### src/rtl/mac_pkg.sv
`timescale 1ns/1ps
// mac_pkg: shared mode encoding for the multiply-accumulate block.
// Assumes a two-bit mode field; code 3 is treated as full precision.
package mac_pkg;
    typedef enum logic [1:0] {
        MODE_FULL = 2'd0,
        MODE_DUAL = 2'd1,
        MODE_DOT  = 2'd2,
        MODE_ALT  = 2'd3
    } mac_mode_e;
endpackage

### src/rtl/mac_lane.sv
`timescale 1ns/1ps
// mac_lane: optional pre-add (A+D, one guard bit) followed by a signed
// multiply by B. Purely combinational; operands are two's complement.
// Assumes the caller registers inputs and outputs.
module mac_lane #(
    parameter int W = 18
) (
    input  logic [W-1:0]   a,
    input  logic [W-1:0]   b,
    input  logic [W-1:0]   d,
    input  logic           pre_en,
    output logic [2*W:0]   prod
);
    localparam int PW = W + 1;
    localparam int RW = 2 * W + 1;

    logic [PW-1:0] mult_in;
    logic [RW-1:0] mult_in_x;
    logic [RW-1:0] b_x;

    // pre-adder with full carry, or bypass of A
    always_comb begin
        if (pre_en)
            mult_in = {a[W-1], a} + {d[W-1], d};
        else
            mult_in = {a[W-1], a};
    end

    // sign-extend both factors to result width, then multiply
    always_comb begin
        mult_in_x = {{(RW-PW){mult_in[PW-1]}}, mult_in};
        b_x       = {{(RW-W){b[W-1]}}, b};
        prod      = RW'($signed(mult_in_x) * $signed(b_x));
    end
endmodule

### src/rtl/mac_accum.sv
`timescale 1ns/1ps
// mac_accum: accumulator register. Load replaces, enable adds, otherwise
// holds. In split mode the two halves add without carry between them.
// Assumes the product input is already formatted for the active mode.
module mac_accum #(
    parameter int ACC_W = 48
) (
    input  logic             clk,
    input  logic             rst_n,
    input  logic [ACC_W-1:0] prod,
    input  logic             split,
    input  logic             load,
    input  logic             acc_en,
    output logic [ACC_W-1:0] acc
);
    localparam int HW = ACC_W / 2;

    logic [ACC_W-1:0] sum_whole;
    logic [HW-1:0]    sum_lo;
    logic [HW-1:0]    sum_hi;
    logic [ACC_W-1:0] sum_sel;

    // whole-width and per-half sums, picked by split
    always_comb begin
        sum_whole = acc + prod;
        sum_lo    = acc[HW-1:0] + prod[HW-1:0];
        sum_hi    = acc[ACC_W-1:HW] + prod[ACC_W-1:HW];
        sum_sel   = split ? {sum_hi, sum_lo} : sum_whole;
    end

    // accumulator update with load priority
    always_ff @(posedge clk) begin
        if (!rst_n)
            acc <= '0;
        else if (load)
            acc <= prod;
        else if (acc_en)
            acc <= sum_sel;
    end

    AST_LOAD_WINS: assert property (@(posedge clk) disable iff (!rst_n)
        load |=> acc == $past(prod));
    AST_HOLD_IDLE: assert property (@(posedge clk) disable iff (!rst_n)
        (!load && !acc_en) |=> $stable(acc));
    AST_NO_LANE_CARRY: assert property (@(posedge clk) disable iff (!rst_n)
        (split && acc_en && !load) |=>
        acc[ACC_W-1:HW] == HW'($past(acc[ACC_W-1:HW]) + $past(prod[ACC_W-1:HW])));
endmodule

### src/rtl/mac_block.sv
`timescale 1ns/1ps
// mac_block: three-stage multiply-accumulate tile with pre-adder,
// operand cascade, and full / dual-lane / dot-product modes.
// Stage 1 captures operands, stage 2 registers the formatted product,
// stage 3 is the accumulator. Assumes OP_W is even and ACC_W is large
// enough for one full-width product.
module mac_block
    import mac_pkg::*;
#(
    parameter int OP_W  = 18,
    parameter int ACC_W = 48
) (
    input  logic             clk,
    input  logic             rst_n,
    input  logic [1:0]       mode,
    input  logic             pre_en,
    input  logic             acc_en,
    input  logic             load,
    input  logic             casc_sel,
    input  logic [OP_W-1:0]  op_a,
    input  logic [OP_W-1:0]  op_b,
    input  logic [OP_W-1:0]  op_d,
    input  logic [OP_W-1:0]  casc_in,
    output logic [ACC_W-1:0] result,
    output logic [OP_W-1:0]  casc_out
);
    localparam int HALF_W = OP_W / 2;
    localparam int LANE_W = ACC_W / 2;
    localparam int FP_W   = 2 * OP_W + 1;
    localparam int NP_W   = 2 * HALF_W + 1;
    localparam int NLANE  = 2;

    logic [OP_W-1:0]  a_sel;
    logic [OP_W-1:0]  a_q, b_q, d_q;
    logic [1:0]       mode_q;
    logic             pre_q, acc_q, load_q;

    logic [FP_W-1:0]  full_prod;
    logic [NP_W-1:0]  lane_prod [NLANE];
    logic [LANE_W-1:0] lane_ext [NLANE];
    logic [ACC_W-1:0] lane_wide [NLANE];
    logic [ACC_W-1:0] prod_fmt;

    logic [ACC_W-1:0] prod_q;
    logic             split_q, acc_q2, load_q2;

    // pick the A source for this block
    always_comb a_sel = casc_sel ? casc_in : op_a;

    // stage 1: capture operands and controls
    always_ff @(posedge clk) begin
        if (!rst_n) begin
            a_q    <= '0;
            b_q    <= '0;
            d_q    <= '0;
            mode_q <= 2'd0;
            pre_q  <= 1'b0;
            acc_q  <= 1'b0;
            load_q <= 1'b0;
        end else begin
            a_q    <= a_sel;
            b_q    <= op_b;
            d_q    <= op_d;
            mode_q <= mode;
            pre_q  <= pre_en;
            acc_q  <= acc_en;
            load_q <= load;
        end
    end

    assign casc_out = a_q;

    mac_lane #(.W(OP_W)) u_full (
        .a      (a_q),
        .b      (b_q),
        .d      (d_q),
        .pre_en (pre_q),
        .prod   (full_prod)
    );

    for (genvar g = 0; g < NLANE; g++) begin : g_lane
        mac_lane #(.W(HALF_W)) u_half (
            .a      (a_q[g*HALF_W +: HALF_W]),
            .b      (b_q[g*HALF_W +: HALF_W]),
            .d      (d_q[g*HALF_W +: HALF_W]),
            .pre_en (pre_q),
            .prod   (lane_prod[g])
        );
        assign lane_ext[g]  = {{(LANE_W-NP_W){lane_prod[g][NP_W-1]}}, lane_prod[g]};
        assign lane_wide[g] = {{(ACC_W-NP_W){lane_prod[g][NP_W-1]}}, lane_prod[g]};
    end

    // format the product for the captured mode
    always_comb begin
        case (mac_mode_e'(mode_q))
            MODE_DUAL: prod_fmt = {lane_ext[1], lane_ext[0]};
            MODE_DOT:  prod_fmt = lane_wide[0] + lane_wide[1];
            default:   prod_fmt = {{(ACC_W-FP_W){full_prod[FP_W-1]}}, full_prod};
        endcase
    end

    // stage 2: register product and its accumulator controls
    always_ff @(posedge clk) begin
        if (!rst_n) begin
            prod_q  <= '0;
            split_q <= 1'b0;
            acc_q2  <= 1'b0;
            load_q2 <= 1'b0;
        end else begin
            prod_q  <= prod_fmt;
            split_q <= (mode_q == MODE_DUAL);
            acc_q2  <= acc_q;
            load_q2 <= load_q;
        end
    end

    mac_accum #(.ACC_W(ACC_W)) u_acc (
        .clk    (clk),
        .rst_n  (rst_n),
        .prod   (prod_q),
        .split  (split_q),
        .load   (load_q2),
        .acc_en (acc_q2),
        .acc    (result)
    );

    AST_CASC_ONE_STAGE: assert property (@(posedge clk) disable iff (!rst_n)
        1'b1 |=> casc_out == $past(a_sel));
    AST_SPLIT_FOLLOWS_MODE: assert property (@(posedge clk) disable iff (!rst_n)
        1'b1 |=> split_q == ($past(mode_q) == MODE_DUAL));
    AST_LOAD_TWO_STAGES: assert property (@(posedge clk) disable iff (!rst_n)
        rst_n && $past(rst_n) && $past(load, 2) |=> result == $past(prod_q));
endmodule

### config.mk
export PLATFORM = sky130hd
export DESIGN_NAME = mac_block
export DESIGN_NICKNAME = d
export VERILOG_FILES = /design/src/rtl/mac_pkg.sv /design/src/rtl/mac_lane.sv /design/src/rtl/mac_accum.sv /design/src/rtl/mac_block.sv
export SDC_FILE = /design/constraint.sdc
export NUM_CORES = 2
export LEC_CHECK = 0
export CELL_PAD_IN_SITES_DETAIL_PLACEMENT = 0
export CELL_PAD_IN_SITES_GLOBAL_PLACEMENT = 2
export CORE_MARGIN = 2
export CORE_UTILIZATION = 38
export DETAILED_ROUTE_END_ITERATION = 8
export DONT_BUFFER_PORTS = 1
export PLACE_DENSITY = 0.8
export SLEW_MARGIN = 10
export SYNTH_ARGS = -nofsm -noshare
export SYNTH_HDL_FRONTEND = slang
export SYNTH_SLANG_ARGS = --single-unit
### constraint.sdc
create_clock -name clk -period 7.8 [get_ports clk]
set_input_delay 1.56 -clock clk [delete_from_list [all_inputs] [get_ports clk]]
set_output_delay 1.56 -clock clk [all_outputs]
set_load 0.02 [all_outputs]
==> Word level (Yosys, flattened, before mapping) <==
Index checks and enable logic that the tools add are counted.
W data, S select, Z words.
{ "classes": {"n_eq_ne": 2, "bitwise": 0, "div_mod_pow": 0, "addsub": 7, "n_mul": 3, "n_reduce_logical": 1, "n_shift": 0, "magnitude_cmp": 0, "muxes": 8} }
{ "op_table": {"columns": ["operator", "n"], "rows": [
  ["$mux W48", 3],
  ["$pmux W48 S2", 1],
  ["$add A24 B24 Y24", 2],
  ["$add A48 B48 Y48", 1],
  ["$mul A10 B9 Y19", 2],
  ["$mul A19 B18 Y37", 1],
  ["$add A19 B19 Y20", 1],
  ["$add A9 B9 Y10", 2],
  ["$mux W10", 2],
  ["$add A18 B18 Y19", 1],
  ["$mux W19", 1],
  ["$mux W18", 1],
  ["$eq A2 B1 Y1 const B", 1],
  ["$eq A2 B2 Y1 const B", 1],
  ["$reduce_bool A2 Y1", 1]
]} }
{ "word_totals": {"elab_cells": 33, "mem_bits_ro": 0, "mem_count": 0, "in_bits": 80, "output_inout_bits": 66, "latch_bits": 0, "register_bits": 158, "ramBits": 0} }

==> Longest topological paths before layout <==
{ "depth": {"ltp_word": 5, "depth_mapped": 38, "depth_no_buf": 37} }

==> By module <==
A second synthesis with hierarchy kept.
{ "hier_totals": {"hier_cells": 3649, "area_unflattened_um2": 31571.5} }
{ "by_module_without_submodules": {"columns": ["mod", "seq_area_each_um2", "n_inst", "area_per_inst_um2", "cells_per_inst"], "rows": [
  ["mac_lane (u_full)", 0.0, 1, 14316.2, 1645],
  ["mac_lane (g_lane[0].u_half ...)", 0.0, 2, 3948.8, 444],
  ["mac_accum", 960.9, 1, 4958.5, 655],
  ["mac_block", 2102.0, 1, 4399.2, 461]
]} }

==> Worst setup path after synthesis <==
OpenSTA, ideal clock, no wires.
{ "synth_path": {"kind": "register to register", "startpoint": "register a_q[0], in the netlist casc_out[0]", "endpoint": "register prod_q[28]", "stages_incl_launch_ff": 34, "arrival_time_ns": 8.309, "slack_ns": -0.604, "synth_period_minus_slack_ns": 8.404, "setup_ns": 0.095, "t_required_ns": 7.705, "n_path_buf": 1, "path_cell_list": "dfxtp_1 -> ha_1 -> fa_1 -> a21o_1 -> a21oi_1 -> o21bai_1 -> a21oi_1 -> o21bai_1 -> a21oi_1 -> xnor2_1 -> mux2_2 -> and2_1 -> fa_1 -> fa_1 -> fa_1 -> inv_1 -> fa_1 -> inv_1 -> fa_1 -> ha_1 -> o21ai_0 -> o21ai_0 -> o21ai_0 -> o21a_1 -> o21ai_0 -> o31ai_1 -> xnor3_1 -> ha_1 -> nor4b_1 -> nand2_1 -> o21ai_1 -> nor2_1 -> clkbuf_1 -> a221oi_1"} }
{ "synth_via": {"elab_chain_cells": 5, "word_cells_on_any_way": 8, "classes_between": "add/sub: 3; mul: 2; mux: 3"} }
{ "synth_rtl": {"columns": ["item", "line_no", "rtl"], "rows": [
  ["start, declared", "mac_block.sv:34", "logic [OP_W-1:0] a_q, b_q, d_q;"],
  ["start signal, assigned", "mac_block.sv:61", "a_q <= a_sel;"],
  ["$add A9 B9 Y10", "mac_lane.sv:24", "mult_in = {a[W-1], a} + {d[W-1], d};"],
  ["$mux W10", "mac_lane.sv:23", "if (pre_en)"],
  ["$mul A10 B9 Y19", "mac_lane.sv:33", "prod = RW'($signed(mult_in_x) * $signed(b_x));"],
  ["$add A19 B19 Y20", "mac_block.sv:97", "MODE_DOT: prod_fmt = lane_wide[0] + lane_wide[1];"],
  ["$pmux W48 S2 *", "mac_block.sv:95", "case (mac_mode_e'(mode_q))"],
  ["end signal, assigned", "mac_block.sv:110", "prod_q <= prod_fmt;"],
  ["end, declared", "mac_block.sv:44", "logic [ACC_W-1:0] prod_q;"]
]} }
Mark *: on every way between the ends. The rest lies on a longest branch, timed or not.
A chain may end at the register's enable or synchronous reset.

==> Final worst setup path <==
{ "layout_path": {"startpoint": "register d_q[0]", "endpoint": "register prod_q[25]"} }
{ "layout_via": {"elab_chain_cells": 5, "word_cells_on_any_way": 8, "classes_between": "add/sub: 3; mul: 2; mux: 3"} }
{ "layout_rtl": {"columns": ["item", "line_no", "rtl"], "rows": [
  ["start, declared", "mac_block.sv:34", null],
  ["start signal, assigned", "mac_block.sv:63", "d_q <= op_d;"],
  ["$add A9 B9 Y10", "mac_lane.sv:24", null],
  ["$mux W10", "mac_lane.sv:23", null],
  ["$mul A10 B9 Y19", "mac_lane.sv:33", null],
  ["$add A19 B19 Y20", "mac_block.sv:97", null],
  ["$pmux W48 S2 *", "mac_block.sv:95", null]
]} }
Marked as above.

==> metrics.yaml <==
layout:
  area_growth_pct: 19.9
  diodes: 0
  drive_gt1_share_pct: 18.8
  fin_nets: 4305
yosys:
  async_flop_share_pct: 0
  yosys_warnings: 0
  ys_top_cells_by_area: "fa_1 34%, ha_1 12%, dfxtp_1 11%"
  ys_ff_latch: 153
  synth_top_area_share_pct: 33.9
  yosysUniqueCellTypes: 77
  synthCells: 3190
  netlist_area_um2: 28300
  synth_ff_type: "dfxtp_1"
  synth_nets: 4011
  synth.largest_area_cell: "fa_1"
  synth-edff-count: 0
  ys_seq_area_share_pct: 10.8
  syn_area_per_cell_um2: 8.86
  synth.most_common_cell: "inv_1"
  yosys-top-cells-count: "504 x inv_1, 478 x fa_1, 313 x nand2_1, 263 x ha_1, 207 x and2_1"
detailed_routing:
  post_drt_via_cell_ratio: 5.12
  first_iter_violations: 1116
  route.vias.total: 22800
  wirelength_um: 84500
  ant_nets: 0
  firstDrtPassIters: 6
  wire_per_inst_um: 19.0
  drcViolationCount: 0
clock_tree:
  cts.sinks: 153
  cts_tree: "built"
  clk_pin_slew_worst_paths_ns: 0.07
  clk_latency_ns: 0.49
  cts_htree_levels: 4
  cts_buffer_depth: 2
  ctsHoldBuffers: 0
  cts_buffers: 17
  cts-root-buf: "clkbuf_16"
timing:
  whs_ns: 0.436
  slew_violations: 0
  rsz0062_at_grt: "yes"
  min_period_ns: 8.02
  slew_headroom_pct: 20.2
  fin_tns_setup_ns: -3.75
  period_share_pct: 103
  tightest_slew_ns: 1.20
  fmax_mhz: 125
  worst_slack_ns: -0.215
  hold_violations: 0
  finalSetupViolations: 28
  clock_skew_ns: 0.0203
worst_hold_path:
  holdCritPathClass: "reg -> reg"
setup_path:
  cp.required_ns: 8.18
  slowest_stage: "fa_1"
  crit_path_end_kind: "register"
  cp.arrival_ns: 8.40
  r2r_slack_ns: -0.22
  path_class: "reg -> reg"
  cp_common_cell: "fa_1"
  cp_max_fo: 7
  cpPeakStageDelay_ns: 0.55
  cp-start-kind: "register"
floorplan:
  design.die.area_um2: 76600
  start_util_pct: 38.5
  core_um2: 73300
  placementRows: 99
  dieHeight_um: 277
  ioPinCount: 146
  die_w_um: 277
global_route:
  grt_max_degree: 73
  grt_pass1_wl_um: 135000
  grt_pass1_vias: 24500
  grt_use_total_pct: 22.3
  antenna_found_initial: 1
  overflow: 0
placement:
  port_buffers: 0
  gp_congestion: 0.895
  detailed_place_hpwl_um: 70300
outcome:
  status: "complete, but fails checks"
  failed_checks: "setup timing"
job:
  drv_cap: 0
power_and_ir_drop:
  power.leakage_nw: 16.8
  vdd_ir_drop_max_v: 0.000308
  p_per_area_nw_per_um2: 357
-- registers in the layout, indices dropped and copies added (netlist names) --
| name | flops |
|---|---|
| d_q | 18 |
| prod_q | 43 |
| acc_q | 1 |
| load_q2 | 1 |
| b_q | 18 |
| load_q | 1 |
| acc_q2 | 1 |
| pre_q | 1 |
| mode_q | 2 |
| split_q | 1 |
| u_acc.acc | 48 |
| casc_out | 18 |
-- critical path: cells and delay by family, from the launching register on --
family	cells	cell delay, ns
XOR/XNOR	2	0.26
buffers and inverters	6	0.68
AO/OA/AOI/OAI	13	2.21
flip-flops	1	0.34
multiplexers	1	0.32
adder cells (fa/ha/maj)	9	3.49
AND/OR/NAND/NOR	5	0.61
-- stage by stage --
| step | util (%) | instances | instance area [µm²] | power (mW) | setup slack [ns] |
|---|---|---|---|---|---|
| 6_report | 46.2 | 4456 | 33900 | 12.1 | -0.215 |
| 5_1_grt | 46.2 | 4456 | 33900 | 13.2 | -0.555 |
| 4_1_cts | 45.0 | 4440 | 33000 | 11.3 | -0.442 |
| 3_5_place_dp | 43.5 | 4392 | 31900 | 9.81 | -0.637 |
| 3_3_place_gp | 43.5 | 4392 | 31900 | 9.66 | -0.504 |
| 2_1_floorplan | - | 3190 | 28400 | 6.42 | 0.00276 |
-- final timing paths --
kind,end,startpoint,cells after the start
worst max register to register,prod_q[25],d_q[0],36
worst max-delay path,prod_q[25],d_q[0],36
worst min register to register,acc_q2,acc_q,1
worst min-delay path,acc_q2,acc_q,1
-- where the power goes --
group | switching (mW) | total (mW) | internal, mW
clock network | 0.411 | 0.908 | 0.497
registers | 0.156 | 1.07 | 0.914
logic | 5.15 | 10.1 | 4.98
-- final cells by class --
cell class,instances,area (µm²)
clock buffers,19,453
clock inverters,13,158
fillers,7154,39500
inverters,508,1910
multi-input cells,2395,23900
flip-flops and latches,153,3080
well taps,959,1200
repair buffers,409,3200
-- logic make-up (layout without fill, tap and decap cells) --
group | after synthesis | count (layout) | synth area share [%]
flip-flops | 153 | 153 | 10.8
multiplexers | 43 | 43 | 1.55
AO/OA/AOI/OAI | 581 | 581 | 13.4
buffers and inverters | 642 | 949 | 8.53
AND/OR/NAND/NOR | 875 | 875 | 15.2
XOR/XNOR | 155 | 155 | 4.93
adder cells (fa/ha/maj) | 741 | 741 | 45.5
-- placed cells by master, fill, tap and decap left out, drive strengths merged, types with 70 or more instances in the layout --
| cell type | n |
|---|---|
| inv | 511 |
| xnor2 | 99 |
| a21oi | 182 |
| and2 | 208 |
| nand2 | 313 |
| ha | 263 |
| fa | 478 |
| o21ai | 109 |
| nor2b | 70 |
| buf | 409 |
| dfxtp | 153 |
| nor2 | 137 |
-- layer usage --
layer / track usage, % / part of all wire, % / vias to the layer above
li1: - / - / 10800
met1: 29.7 / 46 / 11400
met2: 37.1 / 47 / 518
met3: 3.35 / 5.0 / 92
met4: 7.08 / 2.8 / 0
met5: 0 / 0 / -
-- timing repair --
item | 4_1_cts | 5_1_grt
pin swaps | 51 | 92
setup buffers | 17 | 21
endpoints found under the setup margin | 32 | 34
gates resized for setup | 79 | 163
cloned | 1 | 0
Note: power is estimated with default switching activity, not from simulation.
